### config.mk
export PLATFORM = sky130hd
export DESIGN_NAME = seg_addr_gen
export DESIGN_NICKNAME = d
export VERILOG_FILES = /design/src/rtl/seg_addr_pkg.sv /design/src/rtl/seg_base_file.sv /design/src/rtl/stack_ptr_unit.sv /design/src/rtl/addr_out_stage.sv /design/src/rtl/seg_addr_gen.sv
export SDC_FILE = /design/constraint.sdc
export NUM_CORES = 1
export LEC_CHECK = 0
export BUFFER_PORTS_ARGS = -buffer_cell sky130_fd_sc_hd__buf_2
export CORE_MARGIN = 3
export CORE_UTILIZATION = 35
export DETAILED_ROUTE_END_ITERATION = 7
export PLACE_DENSITY = 0.55
export SETUP_SLACK_MARGIN = 0.4
export SYNTH_ARGS = -nofsm -noshare
export SYNTH_HDL_FRONTEND = slang
export SYNTH_SLANG_ARGS = --single-unit
### constraint.sdc
create_clock -name clk -period 4 [get_ports clk]
set_input_delay 0.8 -clock clk [delete_from_list [all_inputs] [get_ports clk]]
set_output_delay 0.8 -clock clk [all_outputs]
set_load 0.005 [all_outputs]
### src/rtl/seg_addr_pkg.sv
package seg_addr_pkg;
    localparam int SEG_W      = 16;
    localparam int OFF_W      = 16;
    localparam int PA_W       = 20;
    localparam int SEG_SHIFT  = PA_W - SEG_W;
    localparam int NUM_SEG    = 4;
    localparam int SEL_W      = $clog2(NUM_SEG);
    localparam int STACK_STEP = 2;

    typedef logic [SEG_W-1:0] seg_base_t;
    typedef logic [OFF_W-1:0] offset_t;
    typedef logic [PA_W-1:0]  phys_t;

    typedef enum logic [SEL_W-1:0] {
        SEL_EXTRA = 2'b00,
        SEL_CODE  = 2'b01,
        SEL_STACK = 2'b10,
        SEL_DATA  = 2'b11
    } seg_sel_e;

    typedef struct packed {
        logic      valid;
        seg_base_t base;
        offset_t   off;
    } addr_src_t;

    function automatic phys_t form_phys(input seg_base_t b, input offset_t o);
        phys_t shifted;
        phys_t widened;
        shifted = PA_W'(b) << SEG_SHIFT;
        widened = PA_W'(o);
        return shifted + widened;
    endfunction
endpackage

### src/rtl/seg_base_file.sv
module seg_base_file
    import seg_addr_pkg::*;
#(
    parameter int N_REG     = NUM_SEG,
    parameter int REG_W     = SEG_W,
    parameter int STACK_IDX = int'(SEL_STACK),
    localparam int IDX_W    = $clog2(N_REG)
) (
    input  logic             clk,
    input  logic             rst,
    input  logic             wr_en,
    input  logic [IDX_W-1:0] wr_sel,
    input  logic [REG_W-1:0] wr_data,
    input  logic [IDX_W-1:0] rd_sel,
    output logic [REG_W-1:0] rd_base,
    output logic [REG_W-1:0] stk_base
);
    logic [REG_W-1:0] regs [N_REG];

    always_ff @(posedge clk) begin
        if (rst) begin
            for (int i = 0; i < N_REG; i++) regs[i] <= '0;
        end else if (wr_en) begin
            for (int i = 0; i < N_REG; i++)
                if (wr_sel == IDX_W'(i)) regs[i] <= wr_data;
        end
    end

    assign rd_base  = regs[rd_sel];
    assign stk_base = regs[STACK_IDX];

    assert_write_lands_R4: assert property (@(posedge clk) disable iff (rst)
        wr_en |=> regs[$past(wr_sel)] == $past(wr_data));
endmodule

### src/rtl/stack_ptr_unit.sv
module stack_ptr_unit
    import seg_addr_pkg::*;
#(
    parameter int PTR_W = OFF_W,
    parameter int STEP  = STACK_STEP
) (
    input  logic             clk,
    input  logic             rst,
    input  logic             push,
    input  logic             pop,
    output logic             stk_access,
    output logic [PTR_W-1:0] stk_off
);
    localparam logic [PTR_W-1:0] STEP_V = PTR_W'(STEP);

    logic [PTR_W-1:0] sp;
    logic             do_push;
    logic             do_pop;
    logic [PTR_W-1:0] sp_down;

    assign do_push    = push & ~pop;
    assign do_pop     = pop & ~push;
    assign sp_down    = sp - STEP_V;
    assign stk_access = do_push | do_pop;
    assign stk_off    = do_push ? sp_down : sp;

    always_ff @(posedge clk) begin
        if (rst)          sp <= '0;
        else if (do_push) sp <= sp_down;
        else if (do_pop)  sp <= sp + STEP_V;
    end

    assert_push_lowers_R5: assert property (@(posedge clk) disable iff (rst)
        (push && !pop) |=> sp == $past(sp) - STEP_V);
    assert_pop_raises_R6: assert property (@(posedge clk) disable iff (rst)
        (pop && !push) |=> sp == $past(sp) + STEP_V);
    assert_both_ignored_R7: assert property (@(posedge clk) disable iff (rst)
        (push && pop) |=> $stable(sp));
endmodule

### src/rtl/addr_out_stage.sv
module addr_out_stage
    import seg_addr_pkg::*;
(
    input  logic      clk,
    input  logic      rst,
    input  addr_src_t src,
    output phys_t     phys,
    output logic      valid
);
    always_ff @(posedge clk) begin
        if (rst) begin
            phys  <= '0;
            valid <= 1'b0;
        end else begin
            valid <= src.valid;
            if (src.valid) phys <= form_phys(src.base, src.off);
        end
    end
endmodule

### src/rtl/seg_addr_gen.sv
module seg_addr_gen
    import seg_addr_pkg::*;
(
    input  logic                clk,
    input  logic                rst,
    input  logic                req_valid,
    input  logic [SEL_W-1:0]    req_seg,
    input  logic [OFF_W-1:0]    req_off,
    input  logic                push,
    input  logic                pop,
    input  logic                seg_wr_en,
    input  logic [SEL_W-1:0]    seg_wr_sel,
    input  logic [SEG_W-1:0]    seg_wr_data,
    output logic [PA_W-1:0]     phys_addr,
    output logic                addr_valid
);
    seg_base_t rd_base;
    seg_base_t stk_base;
    logic      stk_access;
    offset_t   stk_off;
    addr_src_t src;

    seg_base_file u_bases (
        .clk(clk), .rst(rst),
        .wr_en(seg_wr_en), .wr_sel(seg_wr_sel), .wr_data(seg_wr_data),
        .rd_sel(req_seg), .rd_base(rd_base), .stk_base(stk_base)
    );

    stack_ptr_unit u_sp (
        .clk(clk), .rst(rst), .push(push), .pop(pop),
        .stk_access(stk_access), .stk_off(stk_off)
    );

    always_comb begin
        src.valid = stk_access | req_valid;
        if (stk_access) begin
            src.base = stk_base;
            src.off  = stk_off;
        end else begin
            src.base = rd_base;
            src.off  = req_off;
        end
    end

    addr_out_stage u_out (
        .clk(clk), .rst(rst), .src(src),
        .phys(phys_addr), .valid(addr_valid)
    );

    assert_reset_clears_R1: assert property (@(posedge clk)
        rst |=> (!addr_valid && phys_addr == '0));
    assert_stack_wins_R8: assert property (@(posedge clk) disable iff (rst)
        (push ^ pop) |=> addr_valid);
    assert_idle_invalid_R11: assert property (@(posedge clk) disable iff (rst)
        (!req_valid && !(push ^ pop)) |=> !addr_valid);
    assert_request_valid_R2: assert property (@(posedge clk) disable iff (rst)
        req_valid |=> addr_valid);
endmodule

Word-level counts from Yosys, hierarchy flattened
Memories as Yosys holds them, arrays and structs flattened.
Cells that the tools add are included.
- $add $sub $neg: 3
- equality and inequality tests: 3
- multiplexer cells: 26
- bitwise operators: 10
- reduce and logical (&&, ||, !) cells: 2
- operators by type and width (kind ; number):
    16-bit two-way mux ; 7
    32-bit two-way mux ; 1
    20-bit by 16-bit adder with 20-bit output ; 1
    1-bit two-way mux ; 18
    16-bit by 2-bit adder with 16-bit output, second input constant ; 1
    16-bit by 2-bit subtractor with 16-bit output, second input constant ; 1
    1-bit bitwise OR ; 6
    2-bit == test, second input constant ; 2
    1-bit AND ; 2
    2-bit by 1-bit == test with 1-bit output, second input constant ; 1
    2-bit zero test ; 1
    1-bit inverter ; 2
    2-bit nonzero test ; 1
- flip-flop bits (word level): 37
- bits in writable memories: 64
- bits of input ports: 42
- output and inout port bits: 21
- word-level logic and storage cells: 48
- memories kept: 1
- memory list (memory ; depth ; width ; read ports ; clocked after memory_dff ; write ports ; line ; source):
    u_bases.regs ; 4 ; 16 ; 2 ; 0 ; 4 ; seg_base_file.sv:18 ; logic [REG_W-1:0] regs [N_REG];

Depth between registers and ports, before layout
Gate-level depths: netlist of run 1.
- depth in word-level cells: 6
- gate-level depth with buffers: 16
- gate-level depth less buffers: 14

By module
Synthesis of run 1 repeated with hierarchy kept, for this count alone.
- cell total of the unflattened synthesis: 526
- area total of the unflattened synthesis: 5915.7 um2
- by module, submodules not included (module ; times used ; cells an instance ; area each (um2) ; seq. area each (um2)):
    seg_base_file ; 1 ; 184 ; 2813.9 ; 1921.8
    addr_out_stage ; 1 ; 157 ; 1387.6 ; 420.4
    stack_ptr_unit ; 1 ; 148 ; 1167.4 ; 300.3
    seg_addr_gen ; 1 ; 37 ; 546.8 ; 0.0

Worst setup path before layout of run 1
Ideal clock, no wire load.
- path type: in2reg
- start point: input pop
- end point: register u_out.phys[18]
- library setup time: 0.074 ns
- arrival time: 4.022 ns
- required time: 3.926 ns
- slack: -0.096 ns
- cell stages on the path: 14
- buffers on the path: 0
- path through: inv_1 > ha_1 > or4b_4 > or3_4 > or4_4 > xnor2_1 > o21ai_0 > ha_1 > and3_1 > nand2_1 > a31oi_1 > o41ai_1 > o21ai_0 > a31oi_1
- cells in the longest elaborated chain, start to end: 5
- elaborated cells on any way between the ends: 8
- classes of those cells: add/sub: 1; mux: 2; bitwise: 5
- RTL lines (item ; line ; source):
    start, declared ; seg_addr_gen.sv:10 ; input logic pop,
    1-bit inverter ; stack_ptr_unit.sv:21 ; assign do_push = push & ~pop;
    1-bit AND ; stack_ptr_unit.sv:21 ;
    1-bit bitwise OR / 16-bit two-way mux (equally long branches) ; stack_ptr_unit.sv:24, stack_ptr_unit.sv:25 ;
    32-bit two-way mux ; seg_addr_gen.sv:36 ; if (stk_access) begin
    20-bit by 16-bit adder with 20-bit output ; seg_addr_pkg.sv:32 ; return shifted + widened;
    end signal, assigned ; addr_out_stage.sv:16 ; if (src.valid) phys <= form_phys(src.base, src.off);
    end, declared ; addr_out_stage.sv:7 ; output phys_t phys,
Parallel ways exist; a longest one is shown, timed or not.
A chain may end at the register's enable or synchronous reset.

Worst setup path in the final report of run 1
Ends and elaborated chain as after synthesis.

==> results of run 1 <==
[cells in the final DEF, fill, tap and decap left out, types with 2 or more instances in the layout]
cell type | netlist | layout
a211oi_1 | 6 | 5
a21o_1 | 5 | 5
a21oi_1 | 40 | 37
a21oi_2 | 1 | 3
a31o_2 | 6 | 6
a31oi_1 | 4 | 3
and2_1 | 67 | 66
buf_2 | 1 | 61
buf_4 | 0 | 46
clkbuf_16 | 0 | 9
dfxtp_1 | 36 | 36
edfxtp_1 | 64 | 64
ha_1 | 17 | 12
ha_4 | 0 | 4
inv_1 | 17 | 16
inv_6 | 0 | 3
mux2_2 | 5 | 5
mux2i_1 | 16 | 16
nand2_1 | 57 | 56
nand3_1 | 14 | 12
nand3_2 | 0 | 2
nand3b_1 | 2 | 2
nand4_1 | 6 | 6
nand4b_1 | 2 | 2
nor2_1 | 41 | 41
nor3_1 | 17 | 17
nor4_1 | 3 | 2
o211ai_1 | 2 | 2
o21a_1 | 6 | 6
o21ai_0 | 38 | 28
o21ai_1 | 0 | 6
o21ai_2 | 0 | 3
o221ai_1 | 2 | 2
o22ai_1 | 2 | 2
or3_1 | 6 | 6
or4_1 | 2 | 2
xnor2_1 | 17 | 16
xor2_1 | 12 | 12
[cells in the mapped netlist (all sizes together), types with 5 or more instances]
| library cell | count |
|---|---|
| inv | 17 |
| edfxtp | 64 |
| ha | 17 |
| nand3 | 14 |
| clkbuf | 29 |
| buf | 6 |
| a211oi | 6 |
| nor3 | 17 |
| xnor2 | 17 |
| dfxtp | 36 |
| nor2 | 41 |
| o21a | 6 |
| o21ai | 38 |
| a21o | 5 |
| a21oi | 41 |
| or3 | 7 |
| mux2 | 5 |
| xor2 | 12 |
| and2 | 67 |
| nand2 | 57 |
| a31o | 6 |
| nand4 | 6 |
| mux2i | 16 |
[metrics by stage]
step / hold WS, ns / std cells / utilization, %
floorplan: 0.448 / 575 / -
global placement: 0.439 / 857 / 41.3
detailed placement: 0.446 / 857 / 41.3
CTS: 0.454 / 873 / 43.8
global route: 0.488 / 876 / 44.6
finish: 0.450 / 876 / 44.6
[power groups by stage]
| stage | Clock, mW | Sequential (mW) | Combinational [mW] |
|---|---|---|---|
| finish | 0.879 | 1.25 | 0.759 |
| global route | 0.934 | 1.26 | 0.847 |
| CTS | 0.895 | 1.25 | 0.717 |
| detailed placement | 0 | 1.28 | 0.684 |
| global placement | 0 | 1.27 | 0.680 |
| floorplan | 0 | 1.26 | 0.437 |
[layer usage]
metal / vias up / part of all wire, % / GRT usage, %
li1: 2226 / - / -
met1: 2059 / 47 / 22.8
met2: 92 / 47 / 27.2
met3: 16 / 3.9 / 3.25
met4: 0 / 2.1 / 6.18
met5: - / 0 / 0
[layout make-up]
type,instances,share of cell area [%]
inverter,17,1.12
clock buffer,9,3.30
multi-input combinational,423,42.1
timing repair buffer,109,9.91
clock inverter,7,0.990
tap,211,3.87
sequential,100,38.7
[registers in the layout, summed over array words and instances (netlist names)]
| register | cells |
|---|---|
| u_out.phys | 20 |
| u_sp.sp | 15 |
| u_bases.regs | 64 |
| u_out.valid | 1 |
[how the worst max path moves through the flow]
stage                           endpoint  cells past startpoint  start  slack, ns
final                     u_out.phys[18]                     15    pop       0.35
after global routing      u_out.phys[19]                     15    pop       0.21
after CTS                 u_out.phys[15]                     15    pop       0.28
after detailed placement  u_out.phys[18]                     15    pop      -0.28
after global placement    u_out.phys[16]                     16    pop      -0.20
after floorplan           u_out.phys[18]                     14    pop       0.09
[tightest hold or removal path: stages (launching register included)]
cell and delay (ns):
dfxtp_1 0.31, nand2_1 0.05, a21oi_1 0.05
[cells by family (layout without fill, tap and decap cells)]
logic type / after synthesis / after routing
multiplexers: 21 / 21
flip-flops: 100 / 100
AO/OA/AOI/OAI: 126 / 126
AND/OR/NAND/NOR: 229 / 229
buffers and inverters: 52 / 142
XOR/XNOR: 29 / 29
adder cells (fa/ha/maj): 18 / 18
[timing repair]
action / in CTS / in global routing
setup buffers: 0 / 3
resized for setup: 23 / 19
setup endpoints to repair: 8 / 11
pin swaps: 12 / 8
gates cloned: 0 / 0
==> impl_results.md, run 1 <==
* Run status: completed
* CTS buffer count at 9
* Max incr delay on CP at 0.46 ns
* Part of the power in combinational logic at 26.3%
* Syn avg cell area at 9.59 µm²
* Leak pwr at 2.73 nW
* Die height at 131 µm
* CTS tree: yes
* Slew Viols, Final at 0
* CP required at 4.29 ns
* R2R depth at 15
* Post-synth top area share at 34.9%
* Compound-Gate Fraction of Synth Area at 14.0%
* Vias in the first global route at 4523
* First DRT Iteration DRCs at 367
* Place WS at -0.279 ns
* Initial antenna violation count at 0
* Ant diodes at 0
* Largest net degree at the start of global routing at 31
* Mux contribution to synthesized area at 3.93%
* Max Fclk at 274 MHz
* Clock Tree Root: clkbuf_16
* Drt wl/cell at 16.2 µm
* Hold path cells at 2
* Clk sink count at 100
* Setup violators final at 0
* Async set-or-reset flop fraction in the synthesized netlist at 0%
* Vias per inst at 5.01
* Synth Warn # at 0
* Worst-path clk slew at 0.07 ns
* Maximum VDD drop at 228 µV
* Register area at 2640 µm²
* CTS Buffer Depth at 2
* Critical Path Slowest Stage Cell: or4b_4
* Multi-input logic area at 2880 µm²
* Die Area at 17300 µm²
* GRT overflow at 0
* IO Port Bufs at 62
* Critical R2R Launch: u_sp.sp[1]
* Drt pass-1 iters at 4
* Final WL at 14100 µm
* Hold Path Sink: u_out.phys[4]
* Placed inst area at 6320 µm²
* Netlist cell types at 57
* Setup Skew at 0.00857 ns
* Unrepaired setup endpoints after global routing: yes
* Sequential power share at 43.3%
* CP Capture Type: flop
* Reg2Reg Capture Point: u_out.phys[18]
* Power Total at 2.89 mW
* Switch share at 31.2%
* Worst EP arrival at 3.94 ns
* Clk pwr share at 30.4%
* CP cell instances: buf_8, inv_12, ha_4, or4b_4, or3_4, or4_4, xnor2_2, o21ai_2, ha_4, and3_4, nand2_4, a31oi_4, o41ai_4, or3_1, a31oi_1
* RePlAce Congestion at 0.873
* Number of synthesized flops with an enable pin at 64
* Cell taking the most area after synthesis: edfxtp_1
* PnR worst setup slack at 0.349 ns
* FP Rows at 45
* Flops & latches, synth at 100
* Int Pwr at 1.99 mW
* Fraction of the mapped netlist area in simple logic gates at 21.6%
* Starting Density at 36.0%
* Max Cap Viol at 0
* Minimum clock period at 3.65 ns
* Combinational family with the most area after synthesis: simple AND/OR/NAND/NOR gates
* Vias at 4393
* Synth top area cells: edfxtp_1 35%, dfxtp_1 13%, and2_1 7.6%
* Setup CP Type: in -> reg
* Post-synthesis adder-cell area fraction at 4.22%
* NumNets Final at 720
* Clk Latency, worst-skew pair at 0.36 ns
* Die Wd at 131 µm
* Top Family by Delay on Critical Path: simple AND/OR/NAND/NOR gates
* Post-DRT Antenna Nets at 0
* Final instance area at 6830 µm²
* Total Neg Setup Slack at 0 ns
* I/O Pins at 63
* Worst Hold Class: reg -> reg
* Hold Fails Final Rpt at 0
* Layout cells sized above 1 at 25.6%
* Top_reg_cell synth: edfxtp_1
* Least-Margin Pin Slew at 0.749 ns
* Crit Path Max Fanout at 4
* CP bufs+invs at 2
* Crit path top cell by count: ha_4
* FILL cells at 1511
* Mapped Cells at 575
* Worst Setup Start Kind: primary input
* Relative slew slack at 49.9%
* First-pass GRT wire length at 23500 µm
* Mapped cell area at 5510 µm²
* DP HPWL at 10200 µm
* Fin crit share at 91.3%
* Syn_nets at 635
* XOR/XNOR Fraction of Synth Area at 4.61%
* Seq/Total Area, Yosys at 47.9%
* Hold buffer count at CTS at 0
* H-tree levels at 3
* Total track usage at 16.9%
* Core Box Area at 15300 µm²
* Layout area overhead at 23.9%
* P per Cell Area at 423 nW/µm²
* FF-to-FF setup slack at 0.46 ns
* Hold_sp: u_out.phys[4]
* DR DRC count at 0
* NetSw at 902 µW
No activity file was read; power rests on OpenSTA's default activity.
==> run 2: changes to the inputs <==
- PLACE_DENSITY: 0.55 -> default
- PLACE_DENSITY_LB_ADDON: default -> 0.1
==> run 2 against run 1 <==
  * Cell count is 0.11% lower
  * Clock power is 8.0% higher
  * Final area is 0.60% higher
  * Flip-flop and latch count stayed put
  * Core utilization is 0.27 points higher
  * Worst setup slack worse by 0.036 ns
  * Largest cell class unchanged
  * Non-clock buffer count is 1 higher
  * Critical endpoint is now u_out.phys[19]
  * Count of clock-buffer cells in the layout stayed put
==> impl_results.md, run 2 (synthesized netlist as in run 1, its figures left out) <==
* Register area at 2640 µm² (unchanged)
* Starting Density at 36.0% (unchanged)
* NetSw at 868 µW (was 902 µW)
* Core Box Area at 15300 µm² (unchanged)
* Largest registers: u_bases.regs x64, u_out.phys x20, u_sp.sp x15 (unchanged)
* CP Capture Type: flop (unchanged)
* I/O Pins at 63 (unchanged)
* Layout area overhead at 24.6% (was 23.9%)
* DP HPWL at 10400 µm (was 10200 µm)
* Worst EP arrival at 3.96 ns (was 3.94 ns)
* Commonest non-fill, non-tap cell in the layout: and2_1 (unchanged)
* Post-DRT Antenna Nets at 0 (unchanged)
* CTS buffer count at 9 (unchanged)
* Maximum VDD drop at 248 µV (was 228 µV)
* GRT overflow at 0 (unchanged)
* Clk sink count at 100 (unchanged)
* Clk pwr share at 32.0% (was 30.4%)
* RePlAce Congestion at 0.827 (was 0.873)
* Clock Tree Root: clkbuf_16 (unchanged)
* Largest net degree at the start of global routing at 42 (was 31)
* Worst Hold Class: reg -> reg (unchanged)
* Vias per inst at 5.06 (was 5.01)
* Clk Latency, worst-skew pair at 0.35 ns (was 0.36 ns)
* Relative slew slack at 49.6% (was 49.9%)
* Die Wd at 131 µm (unchanged)
* Vias at 4429 (was 4393)
* Drt wl/cell at 16.7 µm (was 16.2 µm)
* CTS Buffer Depth at 2 (unchanged)
* Final WL at 14600 µm (was 14100 µm)
* Die height at 131 µm (unchanged)
* Max Fclk at 271 MHz (was 274 MHz)
* Finished Layout Cells at 875 (was 876)
* First-pass GRT wire length at 23300 µm (was 23500 µm)
* Switch share at 29.2% (was 31.2%)
* Ant diodes at 0 (unchanged)
* IO Port Bufs at 62 (unchanged)
* Layout cells sized above 1 at 25.8% (was 25.6%)
* Multi-input logic area at 2870 µm² (was 2880 µm²)
* FP Rows at 45 (unchanged)
* Setup Skew at 0.00913 ns (was 0.00857 ns)
* Most frequent cells in the layout: 66 x and2_1, 64 x edfxtp_1, 61 x buf_2 (unchanged)
* Sequential power share at 42.2% (was 43.3%)
* Placed inst area at 6340 µm² (was 6320 µm²)
* Slew Viols, Final at 0 (unchanged)
* First DRT Iteration DRCs at 253 (was 367)
* Max Cap Viol at 0 (unchanged)
* Place WS at -0.213 ns (was -0.279 ns)
* Setup violators final at 0 (unchanged)
* Vias in the first global route at 4385 (was 4523)
* PnR worst setup slack at 0.314 ns (was 0.349 ns)
* Part of the power in combinational logic at 25.8% (was 26.3%)
* Least-Margin Pin Slew at 0.755 ns (was 0.749 ns)
* DR DRC count at 0 (unchanged)
* Biggest register: u_bases.regs (unchanged)
* Final instance area at 6870 µm² (was 6830 µm²)
* Setup CP Type: in -> reg (unchanged)
* Max reg flops at 64 (unchanged)
* NumNets Final at 721 (was 720)
* Total track usage at 17.0% (was 16.9%)
* Crit Path Max Fanout at 4 (unchanged)
* Die Area at 17300 µm² (unchanged)
* Worst Setup Start Kind: primary input (unchanged)
* Initial antenna violation count at 0 (unchanged)
* FILL cells at 1502 (was 1511)
* Minimum clock period at 3.69 ns (was 3.65 ns)
* Run status: completed (unchanged)
* P per Cell Area at 432 nW/µm² (was 423 nW/µm²)
* CTS tree: yes (unchanged)
* H-tree levels at 3 (unchanged)
* Drt pass-1 iters at 5 (was 4)
* Unrepaired setup endpoints after global routing: yes (unchanged)
* Leak pwr at 2.75 nW (was 2.73 nW)
* Int Pwr at 2.10 mW (was 1.99 mW)
* Fin crit share at 92.2% (was 91.3%)
* Hold Fails Final Rpt at 0 (unchanged)
* Placed Instances at 857 (unchanged)
* Worst-path clk slew at 0.07 ns (about the same)
* Hold buffer count at CTS at 0 (unchanged)
* CP required at 4.28 ns (was 4.29 ns)
-- run 2: cell count changes in the layout (fill, tap and decap cells not counted), sizes merged --
cell | before | now
bufinv | 0 | 2
buf | 109 | 110
inv | 21 | 18
clkinv | 3 | 2
-- run 2: layer usage --
| metal | global-route usage (%) | vias to the layer above | part of all wire, % |
|---|---|---|---|
| li1 | - | 2214 | - |
| met2 | 28.5 | 93 | 48 |
| met1 | 22.3 | 2105 | 46 |
| met3 | 3.83 | 17 | 4.1 |
| met4 | 4.20 | 0 | 1.3 |
| met5 | 0 | - | 0 |
-- run 2: final timing paths --
kind                  from              to  slack, ns  cells after the start
min          u_out.phys[9]   u_out.phys[9]       0.45                      2
max reg2reg     u_sp.sp[2]  u_out.phys[19]       0.50                     15
max                    pop  u_out.phys[19]       0.31                     15
min reg2reg  u_out.phys[9]   u_out.phys[9]       0.45                      2
-- run 2: repair_timing --
item | 4_1_cts | 5_1_grt
setup buffers | 1 | 3
pin swaps | 9 | 12
gates resized for setup | 14 | 28
setup endpoints to repair | 9 | 10
-- run 2: final cells by class --
class | count | share of cell area, %
clock buffer | 9 | 3.28
tap | 211 | 3.84
timing repair buffer | 110 | 10.3
clock inverter | 5 | 1.26
multi-input combinational | 423 | 41.7
sequential | 100 | 38.5
inverter | 17 | 1.11
-- run 2: power by group through the flow --
stage	registers, mW	logic (mW)	clock network [mW]
after global routing	1.27	0.851	1.01
after floorplan	1.26	0.437	0
after detailed placement	1.27	0.698	0
final	1.25	0.768	0.949
after CTS	1.25	0.714	0.975
after global placement	1.27	0.694	0
-- run 2: metrics by stage --
stage | TNS (ns) | total power, mW | hold WS, ns | utilization, %
final | 0 | 2.97 | 0.448 | 44.9
after global routing | 0 | 3.13 | 0.468 | 44.9
after CTS | 0 | 2.94 | 0.450 | 43.8
after detailed placement | -1.14 | 1.97 | 0.441 | 41.4
after global placement | -0.985 | 1.96 | 0.438 | 41.4
after floorplan | 0 | 1.69 | 0.448 | -
-- run 2: worst max-delay path, cell delays in order --
cell and delay, ns:
buf_12 0.11, inv_12 0.04, ha_4 0.13, or4b_4 0.46
or3_4 0.38, or4_4 0.44, xnor2_2 0.15, o21ai_2 0.09
ha_4 0.29, and3_4 0.20, and2_4 0.15, o21ai_2 0.05
a21o_1 0.19, o311a_1 0.34, a211oi_2 0.13
